===== src/rtl/smbb_pkg.sv =====
package smbb_pkg;
   typedef enum logic [2:0] {
      RA_STAT = 3'd0,
      RA_CTRL = 3'd1,
      RA_CNT  = 3'd2,
      RA_PORT = 3'd3,
      RA_AUX  = 3'd4
   } smbb_reg_e;

   localparam int unsigned ST_BUSY   = 0;
   localparam int unsigned ST_DONE   = 1;
   localparam int unsigned ST_FAIL   = 4;
   localparam int unsigned ST_BDONE  = 7;
   localparam int unsigned CTL_LAST  = 0;
   localparam int unsigned AUX_BUFEN = 1;
endpackage


===== src/rtl/smbb_store.sv =====
module smbb_store #(
   parameter int unsigned DATA_W         = 8,
   parameter int unsigned DEPTH          = 32,
   parameter int unsigned IDX_W          = 5,
   parameter bit          CLEAR_ON_RESET = 1'b1
) (
   input  logic              clk,
   input  logic              rst_n,
   input  logic              sw_we,
   input  logic [IDX_W-1:0]  sw_idx,
   input  logic [DATA_W-1:0] sw_wdata,
   output logic [DATA_W-1:0] sw_rdata,
   input  logic              eng_we,
   input  logic [IDX_W-1:0]  eng_idx,
   input  logic [DATA_W-1:0] eng_wdata,
   output logic [DATA_W-1:0] eng_rdata
);
   logic [DEPTH-1:0][DATA_W-1:0] mem;

   for (genvar e = 0; e < DEPTH; e++) begin : g_ent
      logic [DATA_W-1:0] ent_q;
      logic              hit_eng, hit_sw;
      assign hit_eng = eng_we && (eng_idx == IDX_W'(e));
      assign hit_sw  = sw_we  && (sw_idx  == IDX_W'(e));
      if (CLEAR_ON_RESET) begin : g_rst
         always_ff @(posedge clk or negedge rst_n) begin
            if (!rst_n)       ent_q <= '0;
            else if (hit_eng) ent_q <= eng_wdata;
            else if (hit_sw)  ent_q <= sw_wdata;
         end
      end else begin : g_norst
         always_ff @(posedge clk) begin
            if (hit_eng)     ent_q <= eng_wdata;
            else if (hit_sw) ent_q <= sw_wdata;
         end
      end
      assign mem[e] = ent_q;
   end

   assign sw_rdata  = mem[sw_idx];
   assign eng_rdata = mem[eng_idx];
endmodule


===== src/rtl/smbb_seq.sv =====
module smbb_seq #(
   parameter int unsigned DATA_W  = 8,
   parameter int unsigned MAX_LEN = 32,
   parameter int unsigned IDX_W   = 5,
   parameter int unsigned P_W     = 6
) (
   input  logic              clk,
   input  logic              rst_n,
   input  logic              start,
   input  logic              dir_rd,
   input  logic              bufen_in,
   input  logic [DATA_W-1:0] cnt,
   input  logic              last_sel,
   input  logic              bd_flag,
   input  logic [DATA_W-1:0] ram_rdata,
   input  logic [DATA_W-1:0] hold_q,
   input  logic              tx_take,
   input  logic              rx_valid,
   input  logic [DATA_W-1:0] rx_data,
   output logic              tx_valid,
   output logic [DATA_W-1:0] tx_data,
   output logic              rx_ready,
   output logic              eng_last,
   output logic              busy,
   output logic              ev_done,
   output logic              ev_fail,
   output logic              ev_byte,
   output logic              cnt_we,
   output logic              ram_we,
   output logic              hold_we,
   output logic [IDX_W-1:0]  eng_idx
);
   logic           active_q, dir_q, mode_q;
   logic [P_W-1:0] pos_q;
   logic           stall, tx_fire, rx_fire, fire, cnt_phase;
   logic           len_bad, cnt_bad, at_count, finish, start_ok;

   assign stall     = !mode_q && bd_flag;
   assign tx_valid  = active_q && !dir_q && !stall;
   assign rx_ready  = active_q &&  dir_q && !stall;
   assign tx_fire   = tx_valid && tx_take;
   assign rx_fire   = rx_ready && rx_valid;
   assign fire      = tx_fire || rx_fire;
   assign cnt_phase = (pos_q == '0);
   assign len_bad   = (rx_data == '0) || (rx_data > DATA_W'(MAX_LEN));
   assign cnt_bad   = (cnt == '0) || (cnt > DATA_W'(MAX_LEN));
   assign at_count  = (DATA_W'(pos_q) == cnt);
   assign finish    = mode_q ? at_count : (dir_q ? last_sel : at_count);
   assign start_ok  = start && !active_q;
   assign eng_idx   = IDX_W'(pos_q - P_W'(1));
   assign tx_data   = cnt_phase ? cnt : (mode_q ? ram_rdata : hold_q);
   assign eng_last  = active_q && dir_q && !cnt_phase && (mode_q ? at_count : last_sel);
   assign busy      = active_q;

   assign ev_fail = (start_ok && !dir_rd && cnt_bad) || (rx_fire && cnt_phase && len_bad);
   assign cnt_we  = rx_fire && cnt_phase && !len_bad;
   assign ram_we  = rx_fire && !cnt_phase && mode_q;
   assign hold_we = rx_fire && !cnt_phase && !mode_q;
   assign ev_byte = fire && !cnt_phase && !mode_q;
   assign ev_done = fire && !cnt_phase && finish;

   always_ff @(posedge clk or negedge rst_n) begin
      if (!rst_n) begin
         active_q <= 1'b0;
         dir_q    <= 1'b0;
         mode_q   <= 1'b0;
         pos_q    <= '0;
      end else if (start_ok) begin
         active_q <= dir_rd || !cnt_bad;
         dir_q    <= dir_rd;
         mode_q   <= bufen_in;
         pos_q    <= '0;
      end else if (fire) begin
         if (cnt_phase && rx_fire && len_bad) active_q <= 1'b0;
         else if (!cnt_phase && finish)       active_q <= 1'b0;
         else                                 pos_q    <= pos_q + P_W'(1);
      end
   end


   bd_stall_chk: assert property (@(posedge clk) disable iff (!rst_n)
      (fire && !mode_q && !cnt_phase) |=> !(tx_valid || rx_ready));

   bad_count_chk: assert property (@(posedge clk) disable iff (!rst_n)
      (rx_fire && cnt_phase && len_bad) |=> !active_q);

   tx_hold_chk: assert property (@(posedge clk) disable iff (!rst_n)
      (tx_valid && !tx_take) |=> $stable(pos_q));
endmodule


===== src/rtl/smbb_regs.sv =====
module smbb_regs
   import smbb_pkg::*;
#(
   parameter int unsigned DATA_W = 8,
   parameter int unsigned IDX_W  = 5
) (
   input  logic              clk,
   input  logic              rst_n,
   input  logic              rd,
   input  logic              wr,
   input  logic [2:0]        addr,
   input  logic [DATA_W-1:0] wdata,
   output logic [DATA_W-1:0] rdata,
   input  logic              ev_done,
   input  logic              ev_fail,
   input  logic              ev_byte,
   input  logic              busy,
   input  logic              cnt_we,
   input  logic              hold_we,
   input  logic [DATA_W-1:0] eng_byte,
   input  logic [DATA_W-1:0] sw_rdata,
   output logic [DATA_W-1:0] cnt_q,
   output logic              last_q,
   output logic              bufen_q,
   output logic              bd_q,
   output logic [DATA_W-1:0] hold_q,
   output logic [IDX_W-1:0]  idx_q,
   output logic              sw_we
);
   logic st_done_q, st_fail_q;
   logic ctl_rd, port_acc, stat_wr;
   logic [DATA_W-1:0] stat_v, ctrl_v, aux_v;

   assign ctl_rd   = rd && (addr == RA_CTRL);
   assign port_acc = (rd || wr) && (addr == RA_PORT);
   assign stat_wr  = wr && (addr == RA_STAT);
   assign sw_we    = wr && (addr == RA_PORT) && bufen_q;

   always_ff @(posedge clk or negedge rst_n) begin
      if (!rst_n) begin
         bd_q      <= 1'b0;
         st_fail_q <= 1'b0;
         st_done_q <= 1'b0;
      end else begin
         bd_q      <= ev_byte || (bd_q      && !(stat_wr && wdata[ST_BDONE]));
         st_fail_q <= ev_fail || (st_fail_q && !(stat_wr && wdata[ST_FAIL]));
         st_done_q <= ev_done || (st_done_q && !(stat_wr && wdata[ST_DONE]));
      end
   end

   always_ff @(posedge clk or negedge rst_n) begin
      if (!rst_n) begin
         last_q  <= 1'b0;
         bufen_q <= 1'b0;
         cnt_q   <= '0;
         hold_q  <= '0;
         idx_q   <= '0;
      end else begin
         if (wr && addr == RA_CTRL) last_q  <= wdata[CTL_LAST];
         if (wr && addr == RA_AUX)  bufen_q <= wdata[AUX_BUFEN];
         if (cnt_we)                       cnt_q <= eng_byte;
         else if (wr && addr == RA_CNT)    cnt_q <= wdata;
         if (hold_we)                            hold_q <= eng_byte;
         else if (wr && addr == RA_PORT && !bufen_q) hold_q <= wdata;
         if (ctl_rd)        idx_q <= '0;
         else if (port_acc) idx_q <= idx_q + IDX_W'(1);
      end
   end

   always_comb begin
      stat_v = '0;
      stat_v[ST_BDONE] = bd_q;
      stat_v[ST_FAIL]  = st_fail_q;
      stat_v[ST_DONE]  = st_done_q;
      stat_v[ST_BUSY]  = busy;
      ctrl_v = '0;
      ctrl_v[CTL_LAST] = last_q;
      aux_v = '0;
      aux_v[AUX_BUFEN] = bufen_q;
      case (addr)
         RA_STAT: rdata = stat_v;
         RA_CTRL: rdata = ctrl_v;
         RA_CNT:  rdata = cnt_q;
         RA_PORT: rdata = bufen_q ? sw_rdata : hold_q;
         RA_AUX:  rdata = aux_v;
         default: rdata = '0;
      endcase
   end


   ctl_rd_idx_chk: assert property (@(posedge clk) disable iff (!rst_n)
      ctl_rd |=> (idx_q == '0));

   port_step_chk: assert property (@(posedge clk) disable iff (!rst_n)
      (port_acc && !ctl_rd) |=> (idx_q == IDX_W'($past(idx_q) + 1'b1)));

   done_wins_chk: assert property (@(posedge clk) disable iff (!rst_n)
      ev_done |=> st_done_q);

   bd_set_chk: assert property (@(posedge clk) disable iff (!rst_n)
      ev_byte |=> bd_q);
endmodule


===== src/rtl/smbb_block_buf.sv =====
module smbb_block_buf #(
   parameter int unsigned DATA_W         = 8,
   parameter int unsigned DEPTH          = 32,
   parameter int unsigned MAX_LEN        = 32,
   parameter bit          CLEAR_ON_RESET = 1'b1
) (
   input  logic              clk,
   input  logic              rst_n,
   input  logic              reg_rd,
   input  logic              reg_wr,
   input  logic [2:0]        reg_addr,
   input  logic [DATA_W-1:0] reg_wdata,
   output logic [DATA_W-1:0] reg_rdata,
   input  logic              eng_start,
   input  logic              eng_dir_rd,
   output logic              eng_tx_valid,
   output logic [DATA_W-1:0] eng_tx_data,
   input  logic              eng_tx_take,
   input  logic              eng_rx_valid,
   input  logic [DATA_W-1:0] eng_rx_data,
   output logic              eng_rx_ready,
   output logic              eng_last
);
   localparam int unsigned IDX_W = (DEPTH > 1) ? $clog2(DEPTH) : 1;
   localparam int unsigned P_W   = $clog2(MAX_LEN + 1);

   if (MAX_LEN > DEPTH) begin : g_len_chk
      $error("MAX_LEN must not exceed DEPTH");
   end
   if (DEPTH != (1 << IDX_W)) begin : g_pow_chk
      $error("DEPTH must be a power of two");
   end
   if (DATA_W < 8) begin : g_w_chk
      $error("DATA_W must be at least 8");
   end
   if (MAX_LEN >= (1 << DATA_W)) begin : g_cnt_chk
      $error("MAX_LEN must fit in one count byte");
   end

   logic [DATA_W-1:0] cnt_q, hold_q, sw_rdata, ram_rdata;
   logic [IDX_W-1:0]  idx_q, eng_idx;
   logic last_q, bufen_q, bd_q, busy, sw_we;
   logic ev_done, ev_fail, ev_byte, cnt_we, ram_we, hold_we;

   smbb_regs #(.DATA_W(DATA_W), .IDX_W(IDX_W)) u_regs (
      .clk(clk), .rst_n(rst_n), .rd(reg_rd), .wr(reg_wr), .addr(reg_addr),
      .wdata(reg_wdata), .rdata(reg_rdata), .ev_done(ev_done), .ev_fail(ev_fail),
      .ev_byte(ev_byte), .busy(busy), .cnt_we(cnt_we), .hold_we(hold_we),
      .eng_byte(eng_rx_data), .sw_rdata(sw_rdata), .cnt_q(cnt_q), .last_q(last_q),
      .bufen_q(bufen_q), .bd_q(bd_q), .hold_q(hold_q), .idx_q(idx_q), .sw_we(sw_we)
   );

   smbb_store #(.DATA_W(DATA_W), .DEPTH(DEPTH), .IDX_W(IDX_W),
                .CLEAR_ON_RESET(CLEAR_ON_RESET)) u_store (
      .clk(clk), .rst_n(rst_n), .sw_we(sw_we), .sw_idx(idx_q), .sw_wdata(reg_wdata),
      .sw_rdata(sw_rdata), .eng_we(ram_we), .eng_idx(eng_idx),
      .eng_wdata(eng_rx_data), .eng_rdata(ram_rdata)
   );

   smbb_seq #(.DATA_W(DATA_W), .MAX_LEN(MAX_LEN), .IDX_W(IDX_W), .P_W(P_W)) u_seq (
      .clk(clk), .rst_n(rst_n), .start(eng_start), .dir_rd(eng_dir_rd),
      .bufen_in(bufen_q), .cnt(cnt_q), .last_sel(last_q), .bd_flag(bd_q),
      .ram_rdata(ram_rdata), .hold_q(hold_q), .tx_take(eng_tx_take),
      .rx_valid(eng_rx_valid), .rx_data(eng_rx_data), .tx_valid(eng_tx_valid),
      .tx_data(eng_tx_data), .rx_ready(eng_rx_ready), .eng_last(eng_last),
      .busy(busy), .ev_done(ev_done), .ev_fail(ev_fail), .ev_byte(ev_byte),
      .cnt_we(cnt_we), .ram_we(ram_we), .hold_we(hold_we), .eng_idx(eng_idx)
   );
endmodule


===== config.mk =====
export PLATFORM = sky130hd
export DESIGN_NAME = smbb_block_buf
export DESIGN_NICKNAME = d
export VERILOG_FILES = /design/src/rtl/smbb_pkg.sv /design/src/rtl/smbb_store.sv /design/src/rtl/smbb_seq.sv /design/src/rtl/smbb_regs.sv /design/src/rtl/smbb_block_buf.sv
export SDC_FILE = /design/constraint.sdc
export NUM_CORES = 1
export LEC_CHECK = 0
export BUFFER_PORTS_ARGS = -buffer_cell sky130_fd_sc_hd__buf_2
export CAP_MARGIN = 20
export CORE_UTILIZATION = 56
export DETAILED_ROUTE_END_ITERATION = 16
export HOLD_SLACK_MARGIN = 0.1
export PLACE_DENSITY = 0.81
export SYNTH_ARGS = -nofsm -noshare
export SYNTH_HDL_FRONTEND = slang
export SYNTH_SLANG_ARGS = --single-unit

===== constraint.sdc =====
create_clock -name clk -period 6.85 [get_ports clk]
set_input_delay 1.37 -clock clk [delete_from_list [all_inputs] [get_ports clk]]
set_output_delay 1.37 -clock clk [all_outputs]
set_load 0.005 [all_outputs]

======== Word level (Yosys, flattened, before mapping) ========
Index checks and enable logic that the tools add are counted.
storage, ports and cells
  bits of input ports ..................... 27
  register bits ........................... 291
cells by class
  multiplexer cells ....................... 89
  reductions and logical operators ........ 167
  eq/ne operators ......................... 69
  add/sub/neg operators ................... 3
  magnitude comparators ................... 4
operator list
  operator                                                                       count
  8-bit two-way mux                                                              73
  5-bit equality test (second input constant)                                    32
  1-bit logical AND                                                              101
  8-bit binary-select mux with 5-bit select                                      2
  5-bit by 4-bit equality test with 1-bit output (second input constant)         16
  2-bit nonzero test                                                             36
  5-bit by 3-bit equality test with 1-bit output (second input constant)         8
  8-bit case mux with 5 select lines                                             1
  6-bit two-way mux                                                              4
  5-bit by 2-bit equality test with 1-bit output (second input constant)         4
  8-bit by 6-bit > comparator with 1-bit output (second input constant)          2
  8-bit zero test                                                                2
  1-bit zero test                                                                12
  5-bit by 6-bit less-than comparator with 1-bit output (second input constant)  2
  5-bit by 1-bit equality test with 1-bit output (second input constant)         2
  5-bit zero test                                                                2
  5-bit two-way mux                                                              2
  1-bit logical OR                                                               9
  6-bit by 8-bit equality test with 1-bit output                                 1
  1-bit two-way mux                                                              7
  6-bit by 1-bit adder with 6-bit output (second input constant)                 1
  3-bit by 2-bit equality test with 1-bit output (second input constant)         2
  6-bit zero test                                                                1
  5-bit by 1-bit adder with 5-bit output (second input constant)                 1
  8 further kinds                                                                9

======== Depth between registers and ports, before layout ========
  word-level depth ........................ 10
  gate-level depth with buffers ........... 14
  mapped depth without buffers ............ 8

======== By module ========
From an unflattened synthesis, not the netlist that was laid out.
unflattened totals
  cell total of the unflattened synthesis .. 1935
  area total of the unflattened synthesis .. 19234.7 sq um
modules (own cells, without submodules)
  module      cells each  instances  area each (sq um)  seq. area each (sq um)
  smbb_store  1671        1          16656.0            6406.1
  smbb_regs   141         1          1629.1             650.6
  smbb_seq    123         1          949.7              225.2

======== Least setup slack after synthesis ========
Ideal clock, no wire load.
  path type ............................... reg2out
  from .................................... register u_seq.pos_q[0]
  to ...................................... output eng_tx_data[5]
  path slack .............................. 2.392 ns
  data arrival time ....................... 3.088 ns
  stages on the path, launching flop included .. 12
  data required time ...................... 5.480 ns
  cells stage by stage .................... dfrtp_1 -> buf_2 -> buf_2 -> buf_2 -> inv_2 -> ha_1 -> buf_4 -> xor2_4 -> mux4_2 -> mux2i_1 -> a32oi_1 -> a221o_1
between the ends
  word-level cells in the longest chain between the ends .. 5
  elaborated cells on any way between the ends .. 6
  classes of those cells .................. 1 x add/sub; 4 x mux; 1 x reduce/logical
RTL lines
  element                                      line                  text
  start: declaration                           smbb_seq.sv:34        logic [P_W-1:0] pos_q;
  start signal: assignment                     smbb_seq.sv:76        else pos_q <= pos_q + P_W'(1);
  5-bit by 1-bit subtractor with 5-bit output  smbb_seq.sv:50        assign eng_idx = IDX_W'(pos_q - P_W'(1));
  8-bit binary-select mux with 5-bit select    smbb_store.sv:41      assign eng_rdata = mem[eng_idx];
  8-bit two-way mux (implied by the code)      smbb_store.sv:41
  8-bit two-way mux                            smbb_seq.sv:51        assign tx_data = cnt_phase ? cnt : (mode_q ? ram_rdata : hold_q);
  8-bit two-way mux (*)                        smbb_seq.sv:51
  end: declaration                             smbb_block_buf.sv:17  output logic [DATA_W-1:0] eng_tx_data,
Mark *: on every way between the ends. The rest lies on a longest branch, timed or not. The select of a mux whose other input is x is not followed.

======== Final worst setup path ========
  from .................................... register u_seq.pos_q[0]
  to ...................................... output eng_tx_data[7]
Same word-level chain as after synthesis.

==> impl_metrics.env <==
export IMPL_diodes=0
export IMPL_area_growth_pct=7.25
export IMPL_syn_nets=1857
export IMPL_yosysSeqAreaShare=0.387
export IMPL_cts_resized=0
export IMPL_yosysWarningCount=0
export IMPL_switching_power_mw=3.33
export IMPL_final_core_util=0.616
export IMPL_ant_nets=0
export IMPL_fin_crit_ps=5840
export IMPL_grt_total_usage=0.375
export IMPL_wl_um=63000
export IMPL_slew_viol_final=0
export IMPL_critPathArrivalTime_ps=4470
export IMPL_syn_area_per_cell_um2=10.4
export IMPL_start_util=0.575
export IMPL_tns_ps=0
export IMPL_worst_slew_pin_slew_ps=1060
export IMPL_hold_end="u_regs.st_done_q"
export IMPL_ir_drop_mv=0.229
export IMPL_final_setup_viol_count=0
export IMPL_fill_cells=2585
export IMPL_regToRegStartpoint="u_seq.pos_q[0]"
export IMPL_ctsHtreeMaxLevel=2
export IMPL_async_reset_ff_frac=1.00
export IMPL_io_pins=46
export IMPL_synthFlopType="dfrtp_1"
export IMPL_grt_max_degree=122
export IMPL_drive_above_1_share=0.175
export IMPL_pre_cts_slack_ps=1580
export IMPL_grt_pass1_wl_um=94900
export IMPL_power_density_mw_per_mm2=402
export IMPL_max_slew_margin_rel=0.296
export IMPL_tritoncts="done"
export IMPL_overflow=0
export IMPL_die_h_um=185
export IMPL_syn_cell_area_mm2=0.0188
export IMPL_insertion_delay_ps=530
export IMPL_hold_path_class="flip-flop to flip-flop"
export IMPL_worstPathRequired_ps=5480
export IMPL_die_area_mm2=0.0344
export IMPL_r2r_worst_path_cells=9
export IMPL_clkTransAtPathRegs_ps=60
export IMPL_hold_viol_final=0
export IMPL_crit_type="flip-flop to output pin"
export IMPL_timing_rr_end="u_store.g_ent[1].ent_q[7]"
export IMPL_ys_seq_elements=291
export IMPL_hold_buffers=0
export IMPL_finalNetCount=1797
export IMPL_leakage_nw=10.3
export IMPL_rsz0062_at_grt="false"
export IMPL_grt_antenna_before_repair=3
export IMPL_cts_root_buf="clkbuf_16"
export IMPL_power_frac_seq=0.365
export IMPL_vias=15900
export IMPL_drtIter0Drc=2630
export IMPL_synth_edf_count=0
export IMPL_post_cts_setup_buffer_count=0
export IMPL_dp_hpwl_um=41300
export IMPL_worst_r2r_setup_slack_ps=2940
export IMPL_viasPerCell=7.17
export IMPL_critPathCaptureType="output pin"
export IMPL_start_kind="flip-flop"
export IMPL_hold_depth=1
export IMPL_period_share=0.852
export IMPL_hold_ws_ps=519
export IMPL_wire_per_inst_um=28.3
export IMPL_core_area_mm2=0.0328
export IMPL_worst_clock_skew_ps=23.1
export IMPL_cts_made_buffers=34
export IMPL_synth_cell_type_count=63
export IMPL_combPwrFrac=0.412
export IMPL_status="finished clean"
export IMPL_placementRows=66
export IMPL_gp_congestion=1.11
export IMPL_max_freq_mhz=171
export IMPL_clkSinkCount=291
export IMPL_syn_inst=1818
export IMPL_clockPowerShare=0.223
export IMPL_grt_pass1_vias=15200
export IMPL_cp_max_fo=34
export IMPL_layout_setup_ws_ps=1010
export IMPL_dieWidth_um=185
export IMPL_dr_pass1_iters=7
export IMPL_internal_power_mw=4.80
export IMPL_drcViolationCount=0
export IMPL_min_from="u_regs.st_done_q"
export IMPL_clockBufferDepth=3
export IMPL_p_sw_frac=0.410
export IMPL_drv_cap=0
export IMPL_finalPower_mw=8.12
export IMPL_port_buffers=45
-- logic make-up (layout without fill, tap and decap cells) --
logic type / count (synthesis) / in the layout / synth area share
DFF: 291 / 291 / 0.387
AOI/OAI and AO/OA: 351 / 351 / 0.102
muxes: 443 / 443 / 0.326
xor gates and xnor gates: 15 / 15 / 0.00837
adders and majority gates: 12 / 12 / 0.00797
buffers and inverters: 179 / 142 / 0.0430
and+or+nand+nor: 527 / 527 / 0.125
-- final cells by class --
class / instances / area (um2) / area share
Timing Repair Buffer: 69 / 453 / 0.0224
Inverter: 14 / 52.6 / 0.00260
Clock buffer: 46 / 956 / 0.0473
Sequential cell: 291 / 7290 / 0.361
Multi-Input combinational cell: 1348 / 10800 / 0.532
Clock inverter: 13 / 146 / 0.00725
Tap cell: 442 / 553 / 0.0274
-- power by group through the flow --
stage                     Combinational [mW]  Clock (mW)  Sequential [mW]
after floorplan                         2.55           0             2.48
after detailed placement                3.18           0             2.93
final                                   3.35        1.82             2.96
after CTS                               3.19        1.82             2.90
after global routing                    3.51        1.89             2.99
after global placement                  3.10           0             2.90
-- worst max-delay path by stage --
stage | to | depth (start not counted) | startpoint
2_1_floorplan | eng_tx_data[5] | 11 | u_seq.pos_q[0]
5_1_grt | eng_tx_data[5] | 9 | u_seq.pos_q[0]
3_5_place_dp | eng_tx_data[5] | 8 | u_seq.pos_q[0]
6_report | eng_tx_data[7] | 8 | u_seq.pos_q[0]
4_1_cts | eng_tx_data[5] | 8 | u_seq.pos_q[0]
3_3_place_gp | eng_tx_data[7] | 8 | u_seq.pos_q[0]
-- cell usage in the layout, fill, tap and decap left out, drive strengths merged, types with 5 or more instances in the layout --
| cell | n |
|---|---|
| mux2i | 304 |
| a21oi | 291 |
| nand3 | 34 |
| nor2b | 14 |
| nor3 | 20 |
| and3 | 16 |
| nand2 | 125 |
| xor2 | 6 |
| nor2 | 289 |
| a22oi | 5 |
| clkbuf | 46 |
| ha | 12 |
| mux4 | 137 |
| buf | 69 |
| xnor2 | 9 |
| o21ai | 16 |
| a32oi | 5 |
| a221oi | 7 |
| dfrtp | 291 |
| clkinv | 5 |
| nand4 | 7 |
| inv | 18 |
| nor4 | 5 |
-- layer usage --
metal | GRT usage | vias to the layer above | wire length (um)
li1 | - | 6478 | -
met1 | 0.499 | 7715 | 22800
met4 | 0.172 | 4 | 3280
met2 | 0.555 | 1463 | 27500
met3 | 0.123 | 279 | 9420
met5 | 0 | - | 22
-- worst max-delay path, cell delays in order, from the launching register on --
cell	delay, ps
dfrtp_4	840
inv_2	280
ha_2	950
buf_4	390
mux4_2	340
a221oi_1	440
a21oi_1	170
a221o_1	370
buf_2	150
-- registers in the layout (all words and copies together), names as in the netlist --
name	flops
u_regs.idx_q	5
u_seq.dir_q	1
u_regs.cnt_q	8
u_regs.last_q	1
u_regs.hold_q	8
u_seq.busy	1
u_seq.pos_q	6
u_regs.st_done_q	1
u_regs.bufen_q	1
u_store.g_ent.ent_q	256
u_regs.bd_q	1
u_seq.mode_q	1
u_regs.st_fail_q	1
-- through the flow --
step | std cells | instance area, um2
finish | 2223 | 20200
CTS | 2221 | 20200
floorplan | 1818 | 18800
detailed placement | 2162 | 19100
global route | 2223 | 20200
global placement | 2162 | 19100
-- Yosys cell counts (4+ instances only) --
cell type	number	area (um2)
a21oi_1	291	1460
a221oi_1	6	52.6
a22oi_1	5	37.5
a31oi_1	4	25.0
a32oi_1	5	43.8
and3_1	16	100
buf_1	21	78.8
buf_2	60	300
buf_4	13	97.6
clkbuf_1	69	259
dfrtp_1	291	7280
ha_1	12	150
inv_1	13	48.8
mux2i_1	304	3040
mux4_2	137	3090
nand2_1	111	417
nand2_2	14	87.6
nand3_1	24	120
nand3_2	10	100
nand4_1	7	43.8
nor2_1	289	1080
nor2b_1	14	87.6
nor3_1	11	55.1
nor3_2	7	70.1
nor4_1	4	25.0
o21ai_0	12	60.1
o22ai_1	4	25.0
xnor2_1	8	70.1
xor2_1	5	43.8
(Power assumes the default switching activity.)
